File: config.mk
export PLATFORM = sky130hd
export DESIGN_NAME = mct_timer
export DESIGN_NICKNAME = d
export VERILOG_FILES = /design/src/rtl/tmr_pkg.sv /design/src/rtl/tmr_edge_sync.sv /design/src/rtl/tmr_prescale.sv /design/src/rtl/tmr_match.sv /design/src/rtl/mct_timer.sv
export SDC_FILE = /design/constraint.sdc
export NUM_CORES = 1
export LEC_CHECK = 0
export CAP_MARGIN = 20
export CORE_MARGIN = 5
export CORE_UTILIZATION = 40
export DETAILED_ROUTE_END_ITERATION = 7
export DONT_BUFFER_PORTS = 1
export MAX_ROUTING_LAYER = met4
export PLACE_DENSITY_LB_ADDON = 0.25
export REMOVE_ABC_BUFFERS = 1
export SLEW_MARGIN = 20
export SYNTH_ARGS = -nofsm -noshare
export SYNTH_HDL_FRONTEND = slang
export SYNTH_SLANG_ARGS = --single-unit
export TNS_END_PERCENT = 30
File: constraint.sdc
create_clock -name clk -period 6.5 [get_ports clk]
set_input_delay 1.625 -clock clk [delete_from_list [all_inputs] [get_ports clk]]
set_output_delay 1.625 -clock clk [all_outputs]
set_load 0.05 [all_outputs]
File: src/rtl/tmr_pkg.sv
package tmr_pkg;
  localparam int ADDR_W = 5;

  localparam logic [ADDR_W-1:0] A_CTRL = 5'd0;
  localparam logic [ADDR_W-1:0] A_MODE = 5'd1;
  localparam logic [ADDR_W-1:0] A_PRE  = 5'd2;
  localparam logic [ADDR_W-1:0] A_TC   = 5'd3;
  localparam logic [ADDR_W-1:0] A_PC   = 5'd4;
  localparam logic [ADDR_W-1:0] A_MCTL = 5'd5;
  localparam logic [ADDR_W-1:0] A_CCTL = 5'd6;
  localparam logic [ADDR_W-1:0] A_EXT  = 5'd7;
  localparam logic [ADDR_W-1:0] A_PWM  = 5'd8;
  localparam logic [ADDR_W-1:0] A_IRQ  = 5'd9;
  localparam logic [ADDR_W-1:0] A_MR0  = 5'd16;
  localparam logic [ADDR_W-1:0] A_CR0  = 5'd24;

  localparam int ACT_LSB = 4;

  typedef enum logic [1:0] {
    ACT_NONE   = 2'd0,
    ACT_LOW    = 2'd1,
    ACT_HIGH   = 2'd2,
    ACT_TOGGLE = 2'd3
  } ext_act_e;

  typedef enum logic [1:0] {
    SRC_CLK  = 2'd0,
    SRC_RISE = 2'd1,
    SRC_FALL = 2'd2,
    SRC_BOTH = 2'd3
  } cnt_src_e;
endpackage

File: src/rtl/tmr_edge_sync.sv
module tmr_edge_sync #(
  parameter int STAGES = 2
) (
  input  logic clk,
  input  logic rst,
  input  logic din,
  output logic rise,
  output logic fall
);
  logic [STAGES-1:0] sync_q;
  logic              prev_q;

  always_ff @(posedge clk) begin
    if (rst) begin
      sync_q <= '0;
      prev_q <= 1'b0;
    end else begin
      sync_q <= {sync_q[STAGES-2:0], din};
      prev_q <= sync_q[STAGES-1];
    end
  end

  assign rise = sync_q[STAGES-1] & ~prev_q;
  assign fall = ~sync_q[STAGES-1] & prev_q;
endmodule

File: src/rtl/tmr_prescale.sv
module tmr_prescale #(
  parameter int W = 16
) (
  input  logic         clk,
  input  logic         rst,
  input  logic         en,
  input  logic         clr,
  input  logic [W-1:0] limit,
  output logic         tick,
  output logic [W-1:0] pc
);
  logic wrap;

  assign wrap = (pc >= limit);
  assign tick = en & wrap;

  always_ff @(posedge clk) begin
    if (rst || clr) begin
      pc <= '0;
    end else if (en) begin
      pc <= wrap ? '0 : pc + W'(1);
    end
  end
endmodule

File: src/rtl/tmr_match.sv
module tmr_match #(
  parameter int W = 16,
  parameter int N = 4
) (
  input  logic              tick,
  input  logic [W-1:0]      tc,
  input  logic [N-1:0][W-1:0] mr,
  output logic [N-1:0]      evt
);
  for (genvar i = 0; i < N; i++) begin : g_cmp
    assign evt[i] = tick && (tc == mr[i]);
  end
endmodule

File: src/rtl/mct_timer.sv
module mct_timer
  import tmr_pkg::*;
#(
  parameter int CNT_W       = 16,
  parameter int N_MATCH     = 4,
  parameter int N_CAP       = 4,
  parameter int N_EXT       = 2,
  parameter int PWM_CYC     = 3,
  parameter int SYNC_STAGES = 2
) (
  input  logic              clk,
  input  logic              rst,
  input  logic              bus_wr,
  input  logic [ADDR_W-1:0] bus_addr,
  input  logic [CNT_W-1:0]  bus_wdata,
  output logic [CNT_W-1:0]  bus_rdata,
  input  logic [N_CAP-3:0]  cap_pin,
  input  logic              cmp_level,
  input  logic              cmp_edge,
  output logic [N_EXT-1:0]  mat_out,
  output logic              irq
);
  localparam int SEL_W = (N_CAP > 1) ? $clog2(N_CAP) : 1;
  localparam int NF    = N_MATCH + N_CAP;

  // control state
  logic                         run_q, clr_q;
  cnt_src_e                     src_q;
  logic [SEL_W-1:0]             sel_q;
  logic [CNT_W-1:0]             pr_q, tc_q, pc;
  logic [3*N_MATCH-1:0]         mctl_q;
  logic [3*N_CAP-1:0]           cctl_q;
  logic [N_EXT-1:0]             ext_q, pwm_q, ext_nxt;
  logic [N_EXT-1:0][1:0]        act_q;
  logic [NF-1:0]                flags_q, flag_set, flag_clr;
  logic [N_MATCH-1:0][CNT_W-1:0] mr_q;
  logic [N_CAP-1:0][CNT_W-1:0]  cr_q;
  logic [CNT_W-1:0]             rd_nxt;

  // decoded fields and events
  logic [N_MATCH-1:0] m_int, m_rst, m_stp, m_evt;
  logic [N_CAP-1:0]   c_rise_en, c_fall_en, c_int, cap_hit;
  logic [N_CAP-1:0]   cap_raw, cap_rise, cap_fall;
  logic               clk_mode, pre_tick, edge_tick, tick;
  logic               rst_hit, stop_hit, cyc_evt, pwm_any;
  logic               wr_ctrl, wr_tc;

  assign wr_ctrl = bus_wr && (bus_addr == A_CTRL);
  assign wr_tc   = bus_wr && (bus_addr == A_TC);

  always_comb begin
    for (int i = 0; i < N_MATCH; i++) begin
      m_int[i] = mctl_q[3*i];
      m_rst[i] = mctl_q[3*i+1];
      m_stp[i] = mctl_q[3*i+2];
    end
    for (int c = 0; c < N_CAP; c++) begin
      c_rise_en[c] = cctl_q[3*c];
      c_fall_en[c] = cctl_q[3*c+1];
      c_int[c]     = cctl_q[3*c+2];
    end
  end

  // capture inputs: pins first, then comparator level and edge
  assign cap_raw = {cmp_edge, cmp_level, cap_pin};

  for (genvar c = 0; c < N_CAP; c++) begin : g_sync
    tmr_edge_sync #(.STAGES(SYNC_STAGES)) u_sync (
      .clk  (clk),
      .rst  (rst),
      .din  (cap_raw[c]),
      .rise (cap_rise[c]),
      .fall (cap_fall[c])
    );
  end

  // count source
  assign clk_mode = (src_q == SRC_CLK);

  tmr_prescale #(.W(CNT_W)) u_pre (
    .clk   (clk),
    .rst   (rst),
    .en    (run_q && clk_mode),
    .clr   (clr_q || wr_tc),
    .limit (pr_q),
    .tick  (pre_tick),
    .pc    (pc)
  );

  assign edge_tick = run_q && !clk_mode &&
                     ((((src_q == SRC_RISE) || (src_q == SRC_BOTH)) && cap_rise[sel_q]) ||
                      (((src_q == SRC_FALL) || (src_q == SRC_BOTH)) && cap_fall[sel_q]));
  assign tick = pre_tick | edge_tick;

  tmr_match #(.W(CNT_W), .N(N_MATCH)) u_match (
    .tick (tick),
    .tc   (tc_q),
    .mr   (mr_q),
    .evt  (m_evt)
  );

  assign pwm_any  = |pwm_q;
  assign cyc_evt  = m_evt[PWM_CYC];
  assign rst_hit  = |(m_evt & m_rst) || (pwm_any && cyc_evt);
  assign stop_hit = |(m_evt & m_stp);

  // counter and control
  always_ff @(posedge clk) begin
    if (rst) begin
      tc_q <= '0;
    end else if (clr_q) begin
      tc_q <= '0;
    end else if (wr_tc) begin
      tc_q <= bus_wdata;
    end else if (tick) begin
      if (rst_hit)       tc_q <= '0;
      else if (!stop_hit) tc_q <= tc_q + CNT_W'(1);
    end
  end

  always_ff @(posedge clk) begin
    if (rst) begin
      run_q <= 1'b0;
      clr_q <= 1'b0;
    end else if (wr_ctrl) begin
      run_q <= bus_wdata[0];
      clr_q <= bus_wdata[1];
    end else if (tick && stop_hit && !rst_hit) begin
      run_q <= 1'b0;
    end
  end

  always_ff @(posedge clk) begin
    if (rst) begin
      src_q  <= SRC_CLK;
      sel_q  <= '0;
      pr_q   <= '0;
      mctl_q <= '0;
      cctl_q <= '0;
      pwm_q  <= '0;
      act_q  <= '0;
      mr_q   <= '0;
    end else if (bus_wr) begin
      if (bus_addr == A_MODE) begin
        src_q <= cnt_src_e'(bus_wdata[1:0]);
        sel_q <= bus_wdata[2 +: SEL_W];
      end
      if (bus_addr == A_PRE)  pr_q   <= bus_wdata;
      if (bus_addr == A_MCTL) mctl_q <= bus_wdata[3*N_MATCH-1:0];
      if (bus_addr == A_CCTL) cctl_q <= bus_wdata[3*N_CAP-1:0];
      if (bus_addr == A_PWM)  pwm_q  <= bus_wdata[N_EXT-1:0];
      if (bus_addr == A_EXT) begin
        for (int j = 0; j < N_EXT; j++) act_q[j] <= bus_wdata[ACT_LSB+2*j +: 2];
      end
      for (int i = 0; i < N_MATCH; i++) begin
        if (bus_addr == A_MR0 + ADDR_W'(i)) mr_q[i] <= bus_wdata;
      end
    end
  end

  // external match outputs
  always_comb begin
    for (int j = 0; j < N_EXT; j++) begin
      ext_nxt[j] = ext_q[j];
      if (pwm_q[j]) begin
        if (cyc_evt)       ext_nxt[j] = 1'b0;
        else if (m_evt[j]) ext_nxt[j] = 1'b1;
      end else if (m_evt[j]) begin
        case (ext_act_e'(act_q[j]))
          ACT_LOW:    ext_nxt[j] = 1'b0;
          ACT_HIGH:   ext_nxt[j] = 1'b1;
          ACT_TOGGLE: ext_nxt[j] = ~ext_q[j];
          default:    ext_nxt[j] = ext_q[j];
        endcase
      end
    end
  end

  always_ff @(posedge clk) begin
    if (rst)                              ext_q <= '0;
    else if (bus_wr && bus_addr == A_EXT) ext_q <= bus_wdata[N_EXT-1:0];
    else                                  ext_q <= ext_nxt;
  end

  assign mat_out = ext_q;

  // capture registers
  assign cap_hit = (c_rise_en & cap_rise) | (c_fall_en & cap_fall);

  always_ff @(posedge clk) begin
    if (rst) begin
      cr_q <= '0;
    end else begin
      for (int c = 0; c < N_CAP; c++) begin
        if (cap_hit[c]) cr_q[c] <= tc_q;
      end
    end
  end

  // sticky flags
  assign flag_set = {cap_hit & c_int, m_evt & m_int};
  assign flag_clr = (bus_wr && bus_addr == A_IRQ) ? bus_wdata[NF-1:0] : '0;

  always_ff @(posedge clk) begin
    if (rst) flags_q <= '0;
    else     flags_q <= (flags_q & ~flag_clr) | flag_set;
  end

  assign irq = |flags_q;

  // read port
  always_comb begin
    rd_nxt = '0;
    case (bus_addr)
      A_CTRL: rd_nxt = CNT_W'({clr_q, run_q});
      A_MODE: rd_nxt = CNT_W'({sel_q, src_q});
      A_PRE:  rd_nxt = pr_q;
      A_TC:   rd_nxt = tc_q;
      A_PC:   rd_nxt = pc;
      A_MCTL: rd_nxt = CNT_W'(mctl_q);
      A_CCTL: rd_nxt = CNT_W'(cctl_q);
      A_PWM:  rd_nxt = CNT_W'(pwm_q);
      A_IRQ:  rd_nxt = CNT_W'(flags_q);
      A_EXT: begin
        rd_nxt[N_EXT-1:0] = ext_q;
        for (int j = 0; j < N_EXT; j++) rd_nxt[ACT_LSB+2*j +: 2] = act_q[j];
      end
      default: rd_nxt = '0;
    endcase
    for (int i = 0; i < N_MATCH; i++) begin
      if (bus_addr == A_MR0 + ADDR_W'(i)) rd_nxt = mr_q[i];
    end
    for (int c = 0; c < N_CAP; c++) begin
      if (bus_addr == A_CR0 + ADDR_W'(c)) rd_nxt = cr_q[c];
    end
  end

  always_ff @(posedge clk) begin
    if (rst) bus_rdata <= '0;
    else     bus_rdata <= rd_nxt;
  end
endmodule

==> results.md, run 1 <==
- The run finished with clean final reports.
- The number of fillers in the final layout is between 3,000 and 4,000.
- Setup repair after global routing left no endpoint under its margin.
- The floorplan step set the die width to ~190 um.
- Across every metal layer, demand over resource in global routing totals 0.2509.
- The number of sinks driven by the clock tree is 250.
- Hold is met by 0.4459 ns.
- From synthesis to final layout, the design area changed by 7.543%.
- The count of antenna-violating nets left after detailed routing is 0.
- For the final routed database, the setup TNS stands at 0 ns.
- The number of pins exceeding their max-slew limit in the final report is 0.
- In this run the number of H-tree levels came out at 1.
- The cell at the root of the clock tree is clkbuf_16.
- The slew of the pin with the lowest slew margin is roughly 1.0 ns.
- Setup slack closes at 2.723 ns.
- The class of the most critical setup path is reg -> reg.
- Synthesis produced a netlist whose cell count is 1,547.
- In the final routed layout, each cell accounts on average for approximately 23 um.
- Summed over all layers, the routed wires come to between 40,000 and 50,000 um.
- Detailed routing inserted a total of 11,160 vias.
- The worst pin sits at a relative slew slack of 0.3012.
- For the worst setup path, the data required time is 6.93 ns.
- Measured along the y axis, the die boundary spans 186.1 um.
- The cell area after synthesis is ~12,000 um^2.
- Once layout is complete, the cells apart from fillers number 1,871.
- Counting flops with a built-in enable in the synthesized netlist gives 0.
- In this run the worst hold path is classified as reg -> reg.
- The clock tree from TritonCTS is yes.
- Before CTS, the worst setup slack after placement is 2.250 ns.
- Dividing the detail-routed via count by the number of cells gives 5.964.
- The clock buffer count from CTS is 29.
- The overall overflow remaining after global route is 0.
- The maximum net fanout on the critical path is 15.
- After detailed routing, the number of remaining DRC violations is 0.
- The synthesized design contains 250 register bits.
- The arrival time at the worst endpoint is 4.20 ns.
- In this run the mean area of a mapped cell was 8.020 um^2.
- The layout cell share with drive strength beyond 1 is 0.05898.
- The hold buffer count at CTS is 0.
- The synthesized netlist contains 63 unique library cells.
- The post-cts gate resize count is 0.
- Max-cap violations in this run came to 0.
- The cell leakage power is 0.004398 uW.
- Sorting the synthesized cells by area gives the leading types as dfxtp_1 40%, nand2_1 9.3%, a21oi_1 6.6%.
- Once the clock tree was built, the setup fixing pass inserted 0 buffers.
- The first global-routing pass estimated 64,870 um of wire.
- The number of placement rows is 64.
- The final hold violation count is 0.
- After legalization and detailed placement, the total HPWL measured 28,860 um.
- The I/O pin count is 47.
- The number of iterations in the first detailed-routing pass is 5.
- The area of the die is 34,640 um^2.
- Dividing total power by cell area gives a power density of 254.0 nW/um^2.
- The top-area cell type share of the netlist area is 0.4034.
- The fraction of the yosys area taken by sequential cells is 0.4034.
- Subtracting the final worst setup slack from the clock period gives 3.777 ns.
- Dividing the final minimum period by the clock period gives 0.5810.
- The number of placed cells counting well taps is 1,821.
- The top flip-flop cell by instance count after synthesis is dfxtp_1.
- The share of synthesized registers carrying an async set or reset is 0.
- Registers take roughly 5000 um^2.
- For this run, the number of Yosys warnings is 0.
- At the end of routability-driven placement, the weighted congestion stood at 0.9448.
- Derived from the worst setup path, the maximum achievable clock frequency is 264.8 MHz.
- The number of antenna cells inserted is 0.
- The number of antenna violations at the first check in global routing is 0.
- The worst vdd rail ir drop is 188.7 uV.
- The insertion delay to the later sink of the worst-skew pair is 0.56 ns.
- The via count of the first global-routing pass is 10,550.
- Entering global routing, the biggest net connects 221 pins.
- The final number of setup-violating endpoints is 0.
- For the final database, setup skew stands at ~0.022 ns.
- For this configuration, the core starts out at a cell density of 0.4056.
- The CTS clock-pin slew for the worst setup and hold paths is 0.06 ns.
- The area of the multi-input gates is 6725 um^2.
- The synthesized design spends more area on one cell type than any other, namely dfxtp_1.
- The element type at the critical path start is a flop.
- The clock passes through at most 3 buffers.
- In this run, the number of DRC markers left after iteration 0 of detailed routing was 1,331.
- The number of buffers added on ports is 0.
- The total number of nets in the final design is roughly 1,500.
- The core region is roughly 31,000 um^2.
- STA classifies the critical path endpoint as a flop.
[per-layer routing]
metal  up-vias  wire (um)  part of all wire  track usage
li1       5176          -                 -            -
met4         0       2577             0.060       0.1148
met3       165       3877             0.090      0.04319
met2       519      18420              0.43       0.3732
met5         -          0                 0            -
met1      5298      18260              0.42       0.3339
[registers in the layout, summed over array words and instances, names as in the netlist]
signal                cells
mat_out                   2
mr_q                     64
sel_q                     2
src_q                     2
run_q                     1
cr_q                     64
act_q                     4
g_sync.u_sync.sync_q      8
pr_q                     16
mctl_q                   12
clr_q                     1
u_pre.pc                 16
cctl_q                   12
flags_q                   8
pwm_q                     2
tc_q                     16
g_sync.u_sync.prev_q      4
bus_rdata                16
[cells in the mapped netlist, types with 4 or more instances]
library cell	number
buf_6	6
a222oi_1	11
xor2_1	11
mux2i_1	77
or2_2	4
ha_1	18
a22oi_1	39
nor3_1	17
nand3_1	32
o31ai_1	4
nand2_1	307
a21oi_1	163
o22ai_1	6
nor2_1	143
xnor2_1	66
and3_1	9
o21ai_0	34
and2_1	11
nand2b_1	5
buf_1	7
dfxtp_1	250
a211oi_1	16
nor2b_1	31
buf_2	29
inv_1	21
mux2_2	4
a221oi_1	14
buf_4	5
nor2_2	4
a22o_1	10
a32oi_1	7
nand4_1	25
a31oi_1	10
a211o_1	13
clkbuf_1	87
or3_1	6
[area by class of cell]
cell class / instances / area share
inverter: 21 / 0.005908
sequential: 250 / 0.3751
clock inverter: 13 / 0.009190
timing repair buffer: 12 / 0.006752
multi-input combinational: 1142 / 0.5040
clock buffer: 37 / 0.06189
tap: 396 / 0.03713
[logic make-up after synthesis]
group | count (synthesis) | share of synthesized area
AO/OA/AOI/OAI | 347 | 0.1759
buffers and inverters | 155 | 0.05496
AND/OR/NAND/NOR | 616 | 0.2226
multiplexers | 83 | 0.06938
XOR/XNOR | 78 | 0.05567
adder cells (fa/ha/maj) | 18 | 0.01815
flip-flops | 250 | 0.4034
[report_power, final]
group	internal [uW]	total, uW	leakage [uW]	switching [uW]
clock network	966	1640	0.000469	669
registers	1550	1590	0.00202	40.1
logic	58.6	167	0.00191	108
[final timing paths]
check	from	end	slack, ns	cells past startpoint
hold / removal	g_sync[3].u_sync.sync_q[0]	g_sync[3].u_sync.sync_q[1]	0.45	1
setup reg to reg	tc_q[8]	tc_q[6]	2.72	8
setup / recovery	tc_q[8]	tc_q[6]	2.72	8
hold reg to reg	g_sync[3].u_sync.sync_q[0]	g_sync[3].u_sync.sync_q[1]	0.45	1
[critical path, cell delays in order (launching register included)]
cell and delay [ns]:
dfxtp_1 0.91, xnor2_1 0.19, nand4_1 0.12, nor4_2 0.79, a22oi_1 0.32, and2_1 0.46, nand4b_1 0.48, nor3_1 0.10
a211o_1 0.26
[placed cells by master, fill, tap and decap left out, drive strengths merged, types with 11 or more instances in the layout]
cell,instances
nand2,307
dfxtp,250
a21oi,163
nor2,148
mux2i,77
xnor2,67
a22oi,39
clkbuf,37
o21ai,36
nand3,32
nor2b,31
nand4,25
inv,21
nor3,19
ha,18
a211oi,16
a221oi,14
a211o,13
buf,12
and2,11
a222oi,11
xor2,11
[metrics by stage]
| stage | power (uW) | cell area [um^2] | utilization |
|---|---|---|---|
| final | 3389 | 13340 | 0.4362 |
| after global routing | 3482 | 13340 | 0.4362 |
| after CTS | 3403 | 13340 | 0.4362 |
| after detailed placement | 1782 | 12390 | 0.4052 |
| after global placement | 1780 | 12390 | 0.4052 |
| after floorplan | 1716 | 11800 | - |
No activity file was read; power rests on OpenSTA's default activity.
==> inputs of run 2 (changes only) <==
- clock period: 6.5 -> 3 ns (I/O delays scaled with it)
==> results.md, run 2 (same netlist as run 1, synthesis figures left out) <==
- The run finished with clean final reports.
- After clock tree synthesis, the setup repair step added 0 buffers.
- The I/O pin count is 47.
- The top cell types in the final layout, fill and taps aside, are 307 x nand2_1, 249 x dfxtp_1, 162 x a21oi_1.
- The floorplan step set the die height to 186.1 um.
- The maximum operating frequency is 355.1 MHz.
- After the first detailed-routing iteration, the DRC count stood at 1,326.
- Dividing total power by cell area gives a power density of between 500 and 600 nW/um^2.
- By instance count, the cell type seen most on the critical path is buf_4.
- The maximum clock path buffer count is 3.
- The most frequent standard cell in the layout excluding fill and tap cells is nand2_1.
- The via count of the first global-routing pass came to 10,940.
- The clock period could shrink to 2.816 ns.
- Dividing the final minimum period by the clock period gives 0.9387.
- For the worst setup path, the data required time is 3.39 ns.
- The final cell count without fillers is 1,947.
- The final-layout worst hold slack is 0.2929 ns.
- The tree is rooted in a clkbuf_16.
- The worst setup path is launched from a flop.
- The placeable core area is 30,590 um^2.
- The endpoint type of the worst setup path is a flop.
- The critical path is of the reg -> reg type.
- The maximum number of pins on one net before global-route repair is 221.
- The number of antenna cells inserted is 0.
- VDD sags by at most 500.9 uV.
- For the worst setup path, the data arrival time is 3.21 ns.
- The number of buffers added on ports is 0.
- The routed layout has 11,280 vias.
- The CTS clock-pin slew for the worst setup and hold paths is roughly 0.07 ns.
- Measured against its own limit, the worst slew margin works out to 0.4177.
- The initial cell density of the core is 0.4056.
- The min-delay analysis places its worst path in the category in -> reg.
- Global routing finished with a remaining overflow of 0.
- For the pin with the worst max-slew slack, the measured transition is 0.8613 ns.
- In this design, the stage delay of the slowest critical-path cell is 0.61 ns.
- The number of pins exceeding their max-slew limit in the final report is 0.
- The number of max-cap violations is 0.
- The insertion delay to the later sink of the worst-skew pair is 0.55 ns.
- The final number of setup-violating endpoints is 0.
- Summed over all nets, the half-perimeter wirelength after detailed placement is 31,840 um.
- Setup repair after global routing left no endpoint under its margin.
- The number of antenna violations at the first check in global routing came to 0.
- The number of sinks driven by the clock tree is 250.
- The via density per instance is between 5 and 6.
- After detailed routing, the number of remaining DRC violations is 0.
- The final wirelength is 45,210 um.
- The layout overhead on the synthesized area is 13.51%.
- The number of placed cells counting well taps is 1,896.
- The count of antenna-violating nets left after detailed routing is 0.
- The cell leakage power is 0.004849 uW.
- The total number of nets in the final design is approximately 1,600.
- In the global route stage, overall resource usage came out at 0.2682.
- The maximum net fanout on the critical path is 6.
- The layout cell share with drive strength beyond 1 is 0.1064.
- The final weighted congestion in routability-driven placement is 0.9787.
- In the final layout, the registers with the most flip-flops are cr_q x64, mr_q x64.
- On the final layout, the worst clock skew is approximately 0.015 ns.
- The clock tree from TritonCTS is yes.
- The first global-routing pass estimated 69,300 um of wire.
- The number of placement rows is between 60 and 70.
- In this run the horizontal extent of the chip is 186.1 um.
- The largest individual stage delay along the critical path comes from the cell dfxtp_1.
- The final hold violation count is 0.
- The number of clock buffers added by TritonCTS is 28.
- The first TritonRoute pass finished after 8 iterations.
- CTS built an H-tree with a depth of 1.
- The detailed-route wire length per cell is 23.22 um.
- The area of the die is 34,640 um^2.
- Walking the worst path, the cells encountered are buf_4, xnor2_1, nand4_1, nor4_4, a22oi_1, nand2_1, buf_4, mux2_2, nand3_1, o21ai_0.
-- run 2: cell type report --
type                            instances  area [um^2]
Fill cell                            3017        16510
Clock inverter                         17        295.3
Multi-Input combinational cell       1142         6730
Sequential cell                       250         5006
Tap cell                              396        495.5
Timing Repair Buffer                   87        703.2
Inverter                               21        78.83
Clock buffer                           34        774.5
-- run 2: report_power, final --
group	switching, uW	internal (uW)
logic	258	192
registers	65.0	3350
clock network	1460	2520
-- run 2: worst paths after layout --
check	start	to	slack (ns)	cells past startpoint
setup reg to reg	tc_q[4]	tc_q[8]	0.18	10
hold / removal	rst	g_sync[0].u_sync.sync_q[1]	0.29	1
setup / recovery	tc_q[4]	tc_q[8]	0.18	10
hold reg to reg	g_sync[0].u_sync.sync_q[0]	g_sync[0].u_sync.sync_q[1]	0.44	1
-- run 2: metrics by stage --
stage | worst slack, ns | util | TNS [ns] | area (um^2) | power [uW]
2_1_floorplan | 0.1765 | - | 0 | 11800 | 3718
3_3_place_gp | -0.06504 | 0.4252 | -0.09648 | 13010 | 3927
3_5_place_dp | -0.05750 | 0.4252 | -0.05750 | 13010 | 3928
4_1_cts | 0.2006 | 0.4602 | 0 | 14080 | 7879
5_1_grt | 0.07399 | 0.4604 | 0 | 14080 | 8066
6_report | 0.1839 | 0.4604 | 0 | 14080 | 7846
-- run 2: routing by layer --
metal	wire length [um]	track usage	vias up
met5	0	-	-
met2	20730	0.4230	494
met3	3579	0.04671	100
li1	-	-	5311
met4	1663	0.08802	0
met1	19240	0.3510	5377
-- run 2: repair_timing --
item	CTS	global route
gates resized for setup	0	3
endpoints found under the setup margin	0	7
hold buffers	0	0
-- run 2: worst max-delay path: cells and delay by family (launching register included) --
family | cells | cell delay [ns]
xor gates and xnor gates | 1 | 0.12
and+or+nand+nor | 4 | 0.83
muxes | 1 | 0.33
DFF | 1 | 0.61
buffers and inverters | 2 | 0.43
AOI/OAI and AO/OA | 2 | 0.35
==> inputs of run 3 (changes only) <==
- PLACE_DENSITY_LB_ADDON: 0.25 -> not set
==> results.md, run 3 (same netlist as run 1, synthesis figures left out) <==
- The final critical path time including I/O delays and setup is about 2.8 ns.
- Setup repair after global routing left no endpoint under its margin.
- The post-route cell area is between 10,000 and 15,000 um^2.
- Based on the critical path, the design can be clocked at up to 359.1 MHz.
- The post-detailed-placement half-perimeter wirelength is 31,280 um.
- The most used cell along the critical path is a211o_1.
- In the final routing, the length of wire on met1 measures between 15,000 and 20,000 um.
- The area of the die is 34,640 um^2.
- The die height is 186.1 um.
- The worst setup path is of the reg -> reg kind.
- The tightest min-delay check is of the in -> reg type.
- The core region is 30,590 um^2.
- In this run the number of cells on the critical path is 11.
- The worst hold path stage count is 1.
- The die is 186.1 um wide.
- The share of the clock period used by the worst path after layout is 0.9283.
- Routability-driven placement finished with a final weighted congestion of 0.9691.
- Summing internal, switching and leakage power gives 7525 uW.
- The buffers plus inverters on the worst setup path is 2.
- The insertion delay to the later sink of the worst-skew pair is 0.57 ns.
- Buffers inserted to repair hold after CTS numbered 0.
- The storage element area is roughly 5000 um^2.
- The via density per instance is 5.867.
- In the detailed route, the total length drawn on met3 is approximately 4400 um.
- Along the worst path, the maximum fanout reaches 20.
- Measured in cells, the most critical reg-to-reg path has a length of 11.
- The largest registers in the layout are cr_q x64, mr_q x64.
- The final wirelength is 44,880 um.
- In this run the clock root is driven by a clkbuf_16.
- The critical path goes through inv_1, ha_1, a211oi_1, nor3_1, a211o_1, a21oi_1, o22ai_1, buf_4, and2_2, a221oi_1, a211o_1.
- The number of max-cap violations is 0.
- The most frequent standard cell in the layout excluding fill and tap cells is nand2_1.
- The number of pins exceeding their max-slew limit in the final report is 0.
- The number of placed cells counting well taps is 1,893.
- The area of the multi-input gates is 6726 um^2.
- The remaining routing DRC violations is 0.
- After the first detailed-routing iteration, the DRC count stood at about 1,300.
- The final hold violation count is 0.
- STA puts the critical path data arrival time at 3.28 ns.
- Setup total negative slack on the finished layout was measured at 0 ns.
- The overall overflow remaining after global route is 0.
- The post-place instance area is 12,950 um^2.
- For this run, the post-layout net count is 1,574.
- 0 antenna diodes ended up in the layout.
- No sink is reached through more buffers than the 3 on the longest clock path.
- The via count of the first global-routing pass was 10,610.
- The total met2 wirelength after detailed routing is 19,660 um.
- The tree built by TritonCTS fans out to 250 sinks.
- Entering global routing, the biggest net connects between 200 and 250 pins.
- Broken down by cell family, the worst path's largest delay share belongs to compound AO/OA/AOI/OAI gates.
- In the layout the commonest cells are 307 x nand2_1, 250 x dfxtp_1, 163 x a21oi_1.
- STA puts the critical path data required time at 3.49 ns.
- Post-CTS timing repair inserted 0 buffers for setup.
- The endpoint type of the worst setup path is a flop.
- In this run the top signal layer used is met4.
- The CTS clock-pin slew for the worst setup and hold paths is 0.06 ns.
- In the final layout, the share of cells above drive strength 1 is 0.1034.
- In this run the count of I/O pins placed on the die edge is between 40 and 50.
- The initial cell density of the core is 0.4056.
- The number of iterations in the first detailed-routing pass is 7.
- Excluding fillers, the count of instances in the completed layout stands at 1,944.
- The number of antenna violations at the first check in global routing was 0.
- Setup violations remaining at the end of the flow were counted as 0.
- The worst clock skew on the final layout is 0.02949 ns.
- Input and output buffers added on the ports amount to 0.
- The cell with the largest stage delay on the worst path is dfxtp_1.
- TritonCTS built the clock tree.
- The overall via count from detail_route is 11,410.
- For this run, the slowest stage of the critical path takes 0.39 ns.
- The run finished with clean final reports.
- The overall routing resource usage is 0.2615.
- Across the VDD grid, the largest voltage drop is roughly 460 uV.
- The layout overhead on the synthesized area is 12.28%.
- The detailed-route wire length per cell is 23.09 um.
- In this run the remaining antenna-violating nets after routing total 0.
- Power spread over the standard cell area amounts to 540.1 nW/um^2.
- CTS built an H-tree with a depth of 1.
- The relative max-transition margin is 0.3580.
- The first global-routing pass estimated roughly 67,000 um of wire.
- The slew of the pin with the lowest slew margin is roughly 0.96 ns.
- For this design the static power due to leakage is approximately 0.0048 uW.
- Counting the buffers created by CTS gives 29.
- The filler cells instantiated in the layout total 3,058.
- The element type at the critical path start is a flop.
- After floorplanning, the core was divided into 64 placement rows.
==> run 3: cell types whose count changed in the layout (fill, tap and decap cells not counted) <==
| cell | previous run | this run |
|---|---|---|
| clkinv_2 | 5 | 6 |
| clkinvlp_4 | 4 | 2 |
| inv_6 | 0 | 1 |
| clkbuf_8 | 3 | 7 |
| bufinv_16 | 8 | 3 |
| buf_12 | 4 | 1 |
| clkinv_4 | 0 | 1 |
| dfxtp_2 | 1 | 0 |
| a21oi_1 | 162 | 163 |
| dfxtp_1 | 249 | 250 |
| a21oi_2 | 1 | 0 |
==> run 3: path summary, 6_finish.rpt <==
path / to / from / slack (ns)
min: cr_q[16] / rst / 0.26
max reg2reg: tc_q[6] / pr_q[9] / 0.22
min reg2reg: g_sync[0].u_sync.sync_q[1] / g_sync[0].u_sync.sync_q[0] / 0.43
max: tc_q[6] / pr_q[9] / 0.22
==> run 3: final cells by class <==
class	count	area share
well taps	396	0.03557
clock buffers	38	0.05955
clock inverters	13	0.01096
multi-input cells	1142	0.4828
inverters	21	0.005658
repair buffers	84	0.04616
flip-flops and latches	250	0.3593
==> run 3: metrics by stage <==
stage / setup WS [ns] / hold slack (ns) / utilization
floorplan: 0.1765 / 0.4138 / -
global placement: 0.05129 / 0.4263 / 0.4233
detailed placement: 0.07812 / 0.4231 / 0.4233
CTS: 0.2048 / 0.2671 / 0.4554
global route: 0.05679 / 0.2559 / 0.4554
finish: 0.2151 / 0.2558 / 0.4554
==> run 3: routing by layer <==
metal	global-route usage	vias to the layer above
met1	0.3423	5403
li1	-	5310
met3	0.06156	125
met2	0.3903	568
met5	-	-
met4	0.1058	0
==> run 3: worst reg2reg max path, cell delays in order, from the launching register on <==
cell      delay, ns
dfxtp_1        0.39
inv_1          0.06
ha_1           0.31
a211oi_1       0.24
nor3_1         0.08
a211o_1        0.27
a21oi_1        0.25
o22ai_1        0.14
buf_4          0.23
and2_2         0.29
a221oi_1       0.31
a211o_1        0.14
==> run 3: power breakdown <==
| group | total, uW | switching, uW | internal [uW] | leakage [uW] |
|---|---|---|---|---|
| Sequential | 3410 | 58.2 | 3350 | 0.00202 |
| Combinational | 460 | 270 | 190 | 0.00229 |
| Clock | 3650 | 1470 | 2190 | 0.000485 |
| Total | 7520 | 1790 | 5730 | 0.00479 |
==> run 3: repair_timing <==
item                                   CTS  global route
setup endpoints to repair                0             1
endpoints found under the hold margin    0             0
resized for setup                        0             1
